==> src/rtl/bmrmw_pkg.sv <==
package bmrmw_pkg;
    typedef enum logic {
        PH_CAPTURE = 1'b0,
        PH_COMMIT  = 1'b1
    } phase_e;
endpackage

==> src/rtl/bmrmw_phase_fsm.sv <==
module bmrmw_phase_fsm
    import bmrmw_pkg::*;
(
    input  logic   clk2x,
    input  logic   rst_n,
    output phase_e phase,
    output logic   busy,
    output logic   capture_en
);
    phase_e phase_q;
    phase_e phase_d;

    always_comb begin
        phase_d = phase_q;
        unique case (phase_q)
            PH_CAPTURE: phase_d = PH_COMMIT;   // latch
            PH_COMMIT:  phase_d = PH_CAPTURE;  // commit
        endcase
    end

    always_ff @(posedge clk2x or negedge rst_n) begin
        if (!rst_n) phase_q <= PH_CAPTURE;
        else        phase_q <= phase_d;
    end

    always_comb begin
        busy       = 1'b0;
        capture_en = 1'b0;
        unique case (phase_q)
            PH_CAPTURE: capture_en = 1'b1;
            PH_COMMIT:  busy       = 1'b1;
        endcase
    end

    assign phase = phase_q;

    a_r2_capture_to_commit: assert property (@(posedge clk2x) disable iff (!rst_n)
        (phase_q == PH_CAPTURE) |=> (phase_q == PH_COMMIT));
    a_r2_commit_to_capture: assert property (@(posedge clk2x) disable iff (!rst_n)
        (phase_q == PH_COMMIT) |=> (phase_q == PH_CAPTURE));
endmodule

==> src/rtl/bmrmw_merge.sv <==
module bmrmw_merge #(
    parameter int DW = 8
) (
    input  logic [DW-1:0] new_word,
    input  logic [DW-1:0] old_word,
    input  logic [DW-1:0] bit_en,
    output logic [DW-1:0] merged
);
    for (genvar i = 0; i < DW; i++) begin : g_bit
        assign merged[i] = bit_en[i] ? new_word[i] : old_word[i];
    end
endmodule

==> src/rtl/bmrmw_array.sv <==
module bmrmw_array #(
    parameter int DEPTH = 8,
    parameter int DW    = 8,
    localparam int AW   = (DEPTH > 1) ? $clog2(DEPTH) : 1
) (
    input  logic          clk2x,
    input  logic          wa_en,
    input  logic [AW-1:0] wa_addr,
    input  logic [DW-1:0] wa_data,
    input  logic [AW-1:0] rb_addr,
    output logic [DW-1:0] rb_q
);
    logic [DW-1:0] mem [DEPTH];

    always_ff @(posedge clk2x) begin
        if (wa_en) mem[wa_addr] <= wa_data;
        rb_q <= mem[rb_addr];
    end
endmodule

==> src/rtl/bitmask_rmw_mem.sv <==
module bitmask_rmw_mem
    import bmrmw_pkg::*;
#(
    parameter int DEPTH = 8,
    parameter int DW    = 8,
    localparam int AW   = (DEPTH > 1) ? $clog2(DEPTH) : 1
) (
    input  logic          clk2x,
    input  logic          rst_n,
    input  logic          wr_req,
    input  logic [AW-1:0] wr_addr,
    input  logic [DW-1:0] wr_data,
    input  logic [DW-1:0] wr_mask,
    input  logic [AW-1:0] rd_addr,
    output logic [DW-1:0] rd_data,
    output logic          busy
);
    phase_e        phase;
    logic          capture_en;
    logic          p_valid;
    logic [AW-1:0] p_addr;
    logic [DW-1:0] p_data;
    logic [DW-1:0] p_mask;
    logic [AW-1:0] p_raddr;
    logic [AW-1:0] rb_addr;
    logic [DW-1:0] rb_q;
    logic [DW-1:0] merged;
    logic          mem_we;

    bmrmw_phase_fsm u_fsm (
        .clk2x      (clk2x),
        .rst_n      (rst_n),
        .phase      (phase),
        .busy       (busy),
        .capture_en (capture_en)
    );

    always_ff @(posedge clk2x or negedge rst_n) begin
        if (!rst_n) begin
            p_valid <= 1'b0;
            p_addr  <= '0;
            p_data  <= '0;
            p_mask  <= '0;
            p_raddr <= '0;
            rd_data <= '0;
        end else if (capture_en) begin
            p_valid <= wr_req;
            p_addr  <= wr_addr;
            p_data  <= wr_data;
            p_mask  <= wr_mask;
            p_raddr <= rd_addr;
            rd_data <= rb_q;
        end
    end

    // Second port: fetch-for-merge in capture, external read in commit
    assign rb_addr = capture_en ? wr_addr : p_raddr;
    assign mem_we  = (phase == PH_COMMIT) && p_valid;

    bmrmw_array #(.DEPTH(DEPTH), .DW(DW)) u_array (
        .clk2x   (clk2x),
        .wa_en   (mem_we),
        .wa_addr (p_addr),
        .wa_data (merged),
        .rb_addr (rb_addr),
        .rb_q    (rb_q)
    );

    bmrmw_merge #(.DW(DW)) u_merge (
        .new_word (p_data),
        .old_word (rb_q),
        .bit_en   (p_mask),
        .merged   (merged)
    );

    a_r3_commit_addr_matches_fetch: assert property (@(posedge clk2x) disable iff (!rst_n)
        mem_we |-> (p_addr == $past(rb_addr)));
    a_r3_commit_follows_request: assert property (@(posedge clk2x) disable iff (!rst_n)
        mem_we |-> $past(wr_req && !busy));
    a_r5_full_mask_copies: assert property (@(posedge clk2x) disable iff (!rst_n)
        (mem_we && (&p_mask)) |-> (merged == p_data));
    a_r6_empty_mask_keeps: assert property (@(posedge clk2x) disable iff (!rst_n)
        (mem_we && (p_mask == '0)) |-> (merged == rb_q));
    a_r8_hold_during_commit: assert property (@(posedge clk2x) disable iff (!rst_n)
        busy |=> ($stable(p_addr) && $stable(p_data) && $stable(p_mask)));
    a_r10_rd_data_still_at_commit: assert property (@(posedge clk2x) disable iff (!rst_n)
        busy |=> $stable(rd_data));
endmodule

==> config.mk <==
export PLATFORM = sky130hd
export DESIGN_NAME = bitmask_rmw_mem
export DESIGN_NICKNAME = d
export VERILOG_FILES = /design/src/rtl/bmrmw_pkg.sv /design/src/rtl/bmrmw_phase_fsm.sv /design/src/rtl/bmrmw_merge.sv /design/src/rtl/bmrmw_array.sv /design/src/rtl/bitmask_rmw_mem.sv
export SDC_FILE = /design/constraint.sdc
export NUM_CORES = 1
export LEC_CHECK = 0
export BUFFER_PORTS_ARGS = -buffer_cell sky130_fd_sc_hd__buf_2
export CAP_MARGIN = 25
export CORE_MARGIN = 1
export CORE_UTILIZATION = 50
export DETAILED_ROUTE_END_ITERATION = 6
export PLACE_DENSITY = 0.77
export SLEW_MARGIN = 25
export SYNTH_ARGS = -nofsm -noshare
export SYNTH_HDL_FRONTEND = slang
export SYNTH_HIERARCHICAL = 1
export SYNTH_SLANG_ARGS = --single-unit
==> constraint.sdc <==
create_clock -name clk2x -period 5.9 [get_ports clk2x]
set_input_delay 0.295 -clock clk2x [delete_from_list [all_inputs] [get_ports clk2x]]
set_output_delay 0.295 -clock clk2x [all_outputs]
set_load 0.01 [all_outputs]
* After elaboration in Yosys (flattened, before gate mapping) *
Memory sizes are Yosys's and may differ from the RTL's. A register that Yosys moved wholly into a read port is not among the register bits.
Index checks and enable logic that the tools add are counted.

operators by class
  bitwise gates (word level) = 1
  mux-type cells = 13
  reductions and logical operators = 1

operator list
  operator           number
  $mux 1             11
  $mux 3             1
  $pmux 1 s2         1
  $logic_and 1x1->1  1
  $not 1->1          1

word-level totals
  bits in writable memories = 64
  logic and storage cells = 23
  bits of input ports = 25
  register bits = 32
  memories = 1

memories
  name         depth  bits a word  rd ports  clocked after memory_dff  wr ports  RTL line           RTL
  u_array.mem  8      8            1         1                         1         bmrmw_array.sv:13  logic [DW-1:0] mem [DEPTH];

* Depth between registers and ports, before layout *
  word-level depth = 3
  depth in mapped cells = 8

* By module *
The synthesis kept the hierarchy.

modules (own cells, without submodules)
  module           cells each  area an instance (µm²)  times used  seq. area each (µm²)
  bmrmw_array      114         2691.3                  1           2082.0
  bitmask_rmw_mem  70          1348.8                  1           775.7
  bmrmw_merge      8           120.1                   1           0.0
  bmrmw_phase_fsm  3           36.3                    1           25.0

* Worst setup path after synthesis *
No wires, ideal clock.

  path type = register to register
  from = register u_fsm.phase_q, in the netlist u_fsm/phase
  to = register u_array.rb_q[0], read port of u_array.mem
  setup slack = 3.835 ns
  data required time = 5.779 ns
  cell stages (with the launch flop) = 9
  arrival time = 1.944 ns
  cells stage by stage = dfrtp_1 > inv_1 > buf_6 > buf_12 > mux2_4 > clkbuf_1 > buf_2 > mux4_2 > mux2_2

on the way
  word-level cells in the longest chain between the ends = 1

RTL lines
  what                    RTL line               RTL
  from (decl)             bmrmw_phase_fsm.sv:10  phase_e phase_q;
  from (signal assigned)  bmrmw_phase_fsm.sv:23  else phase_q <= phase_d;
  $mux 3                  bitmask_rmw_mem.sv:57  assign rb_addr = capture_en ? wr_addr : p_raddr;
  named net rb_addr[2]    bitmask_rmw_mem.sv:25  logic [AW-1:0] rb_addr;
  to (decl)               bmrmw_array.sv:11      output logic [DW-1:0] rb_q

The timed path passes the listed nets, and every way through them passes these cells.
A chain may end at the register's enable or synchronous reset.

* Final worst setup path *
  from = register u_fsm.phase_q, in the netlist u_fsm/phase
  to = register u_array.rb_q[5], read port of u_array.mem

Same word-level chain as after synthesis.

==> qor.txt <==
Clock Sinks = 104
Worst r2r path cells = 5
Internal = 1.04 mW
FF+latch count, synth = 104
Largest net degree at the start of global routing = 36
CTS Hold Bufs = 0
Post-CTS Setup Inserts = 0
CP Capture Type = flip-flop
Post-synthesis compound-gate area fraction = 0
Final setup vio count = 0
Placed Area = 4390 µm²
Antenna Nets Post-Route = 0
Critical Path Slowest Stage Cell = mux4_1
Finished Cell Area = 4590 µm²
Die X = 93.6 µm
Unrepaired setup endpoints after global routing = no
Yosys warns = 6
Register area share after synthesis = 0.687
Critical Path Start Type = flip-flop
Tcrit/Tclk final = 0.436
Setup Crit Path Kind = reg -> reg
NetSw = 0.282 mW
CTS HTree Levels = 3
Via density = 5.40
Worst R2R End = u_array/rb_q[5]
Synth Area in Adders = 0
Cts repair resizes = 0
DR iter-0 viols = 74
CTS tree = built
Worst Path Max Fanout = 35
F_max = 389 MHz
Net Sw Frac = 0.214
Critical-path cell list = inv_2 > buf_4 > mux2_2 > mux4_1 > mux2_2
Top cells by area, synth = edfxtp_1 46%, dfrtp_1 19%, mux2_4 14%, mux4_1 9.4%, dfxtp_1 3.8%
DIE AREA = 8760 µm²
Worst Path Arrival = 2820 ps
Comb power frac = 0.066
Worst-Skew Late Latency = 360 ps
Placer Congestion = 0.683
Post-DP HPWL = 4020 µm
DRC violations left = 0
Vias = 1,847
Mux contribution to synthesized area = 0.267
CTS buffer count = 9
Nets = 257
Post-synth top area cell = edfxtp_1
CP required = 6150 ps
Vias in the first global route = 1,915
Crit path time final = 2570 ps
Initial antenna violation count = 0
Post-synthesis cell type count = 19
Synth Cell Area = 4200 µm²
Synth top area share = 0.458
Initial Utilization = 0.513
Share of post-route cells with drive strength above 1 = 0.435
Hold Path Class = in -> async
PortBufs = 33
Synth Instances = 195
PD cells = 288 nW/µm²
Rows = 33
Die Span Y = 93.6 µm
Worst slew margin = 0.382
Worst r2r src = u_fsm/phase
Main combinational cell family by area after synthesis = multiplexers
Simple-gate area share of the yosys netlist = 0.0155
Reg clk slew, reported paths = 90 ps
Pleak = 1.77 nW
Slew of the pin with the lowest slew margin = 924 ps
Root Driver = clkbuf_8
Routed len/inst = 18.5 µm
Peak supply drop = 0.000149 V
Deepest clock path buffer count = 2
First-pass DRT Iterations = 4
Ant diodes = 0
Grt ovf = 0
Core ar. = 8180 µm²
Max_cap viols = 0
Mean Syn Cell Area = 21.5 µm²
Clock share of power = 0.321
Final hold violation count = 17
Area delta synth->final = 9.45%
Sequential Power Share = 0.614
Reg2reg setup slack = 3330 ps
Most common cell on crit path = mux2_2
IO Pins = 34
Worst hold margin = -18.5 ps
Status = finished, violations left
First-pass GRT wire length = 10,200 µm
Failing checks = negative hold slack
Syn Nets = 220
Post-Synth XOR/XNOR Area = 0
Post-route setup TNS = 0 ps
Fin. max-slew vios = 0
Clk_skew = 10.8 ps
CP peak stage delay = 640 ps
GRT Overall Usage = 0.162
Final WL = 6340 µm
## sequential cells by signal, summed over array words and instances (netlist names)
name	count
p_mask	8
u_array/rb_q	8
p_valid	1
p_data	8
u_array/mem	64
p_raddr	3
p_addr	3
u_fsm/phase	1
rd_data	8
## critical path, delay by kind of cell (launching register included)
kind	cells	cell delay [ps]
multiplexers	3	1530
buffers and inverters	2	530
flip-flops	1	410
## how the worst max path moves through the flow
stage / from / endpoint / slack, ps / cells after the start
finish: u_fsm/phase / u_array/rb_q[5] / 3330 / 5
global route: u_fsm/phase / u_array/rb_q[3] / 3210 / 5
CTS: u_fsm/phase / u_array/rb_q[3] / 3280 / 5
detailed placement: u_fsm/phase / u_array/rb_q[3] / 3300 / 5
global placement: u_fsm/phase / u_array/rb_q[5] / 3340 / 5
floorplan: u_fsm/phase / u_array/rb_q[0] / 3840 / 8
## cell usage in the layout (no fill, tap or decap)
cell / synthesis / layout
mux2_4: 38 / 38
inv_2: 0 / 1
dfrtp_1: 32 / 32
clkinvlp_4: 0 / 1
dfxtp_1: 8 / 8
inv_6: 0 / 1
edfxtp_1: 64 / 64
nor3_1: 2 / 2
nor2_1: 6 / 6
clkbuf_16: 0 / 1
nand2b_1: 3 / 3
clkbuf_8: 0 / 10
buf_4: 1 / 3
and2_1: 1 / 1
buf_2: 1 / 33
clkbuf_1: 1 / 1
mux4_2: 1 / 1
mux2_2: 12 / 12
nand2_1: 2 / 2
clkinv_4: 0 / 2
mux4_1: 15 / 15
## Yosys cell counts (all sizes together)
cell    instances
nand2           2
inv             1
clkbuf          1
and2            1
mux4           16
buf             9
mux2           50
edfxtp         64
nor2            6
nor3            2
nand2b          3
dfrtp          32
dfxtp           8
## cell families (layout without fill, tap and decap cells)
logic type,Yosys count,count (layout)
flip-flops,104,104
AND/OR/NAND/NOR,14,14
multiplexers,66,66
buffers and inverters,11,53
## power by group through the flow
stage	Combinational (mW)	Sequential, mW	Clock, mW
5_1_grt	0.0951	0.814	0.462
4_1_cts	0.0890	0.812	0.440
6_report	0.0869	0.812	0.424
2_1_floorplan	0.0580	0.826	0
3_3_place_gp	0.0846	0.827	0
3_5_place_dp	0.0885	0.828	0
## layer usage
metal  global-route usage  wire length (µm)  share of wire  vias to the layer above
met5                    0                 0              0                        -
met4               0.0474                68          0.011                        0
li1                     -                 -              -                      842
met3               0.0545               316          0.050                        9
met1                0.212              2860           0.45                      938
met2                0.257              3100           0.49                       58
## layout make-up
cell class | instances | area [µm²]
clock inverter | 4 | 33.8
inverter | 1 | 3.75
sequential | 104 | 2880
multi-input combinational | 80 | 1190
clock buffer | 12 | 166
tap | 105 | 131
fill | 622 | 3580
timing repair buffer | 36 | 188
## metrics by stage
| stage | cells | util | setup slack, ps | total power, mW | hold slack (ps) |
|---|---|---|---|---|---|
| floorplan | 195 | - | 3840 | 0.884 | -0.591 |
| global placement | 326 | 0.537 | 3340 | 0.912 | 406 |
| detailed placement | 326 | 0.537 | 3300 | 0.916 | 424 |
| CTS | 342 | 0.562 | 3280 | 1.34 | 20.4 |
| global route | 342 | 0.562 | 3210 | 1.37 | 45.2 |
| finish | 342 | 0.562 | 3330 | 1.32 | -18.5 |
Power figures use the tool's default switching activity.
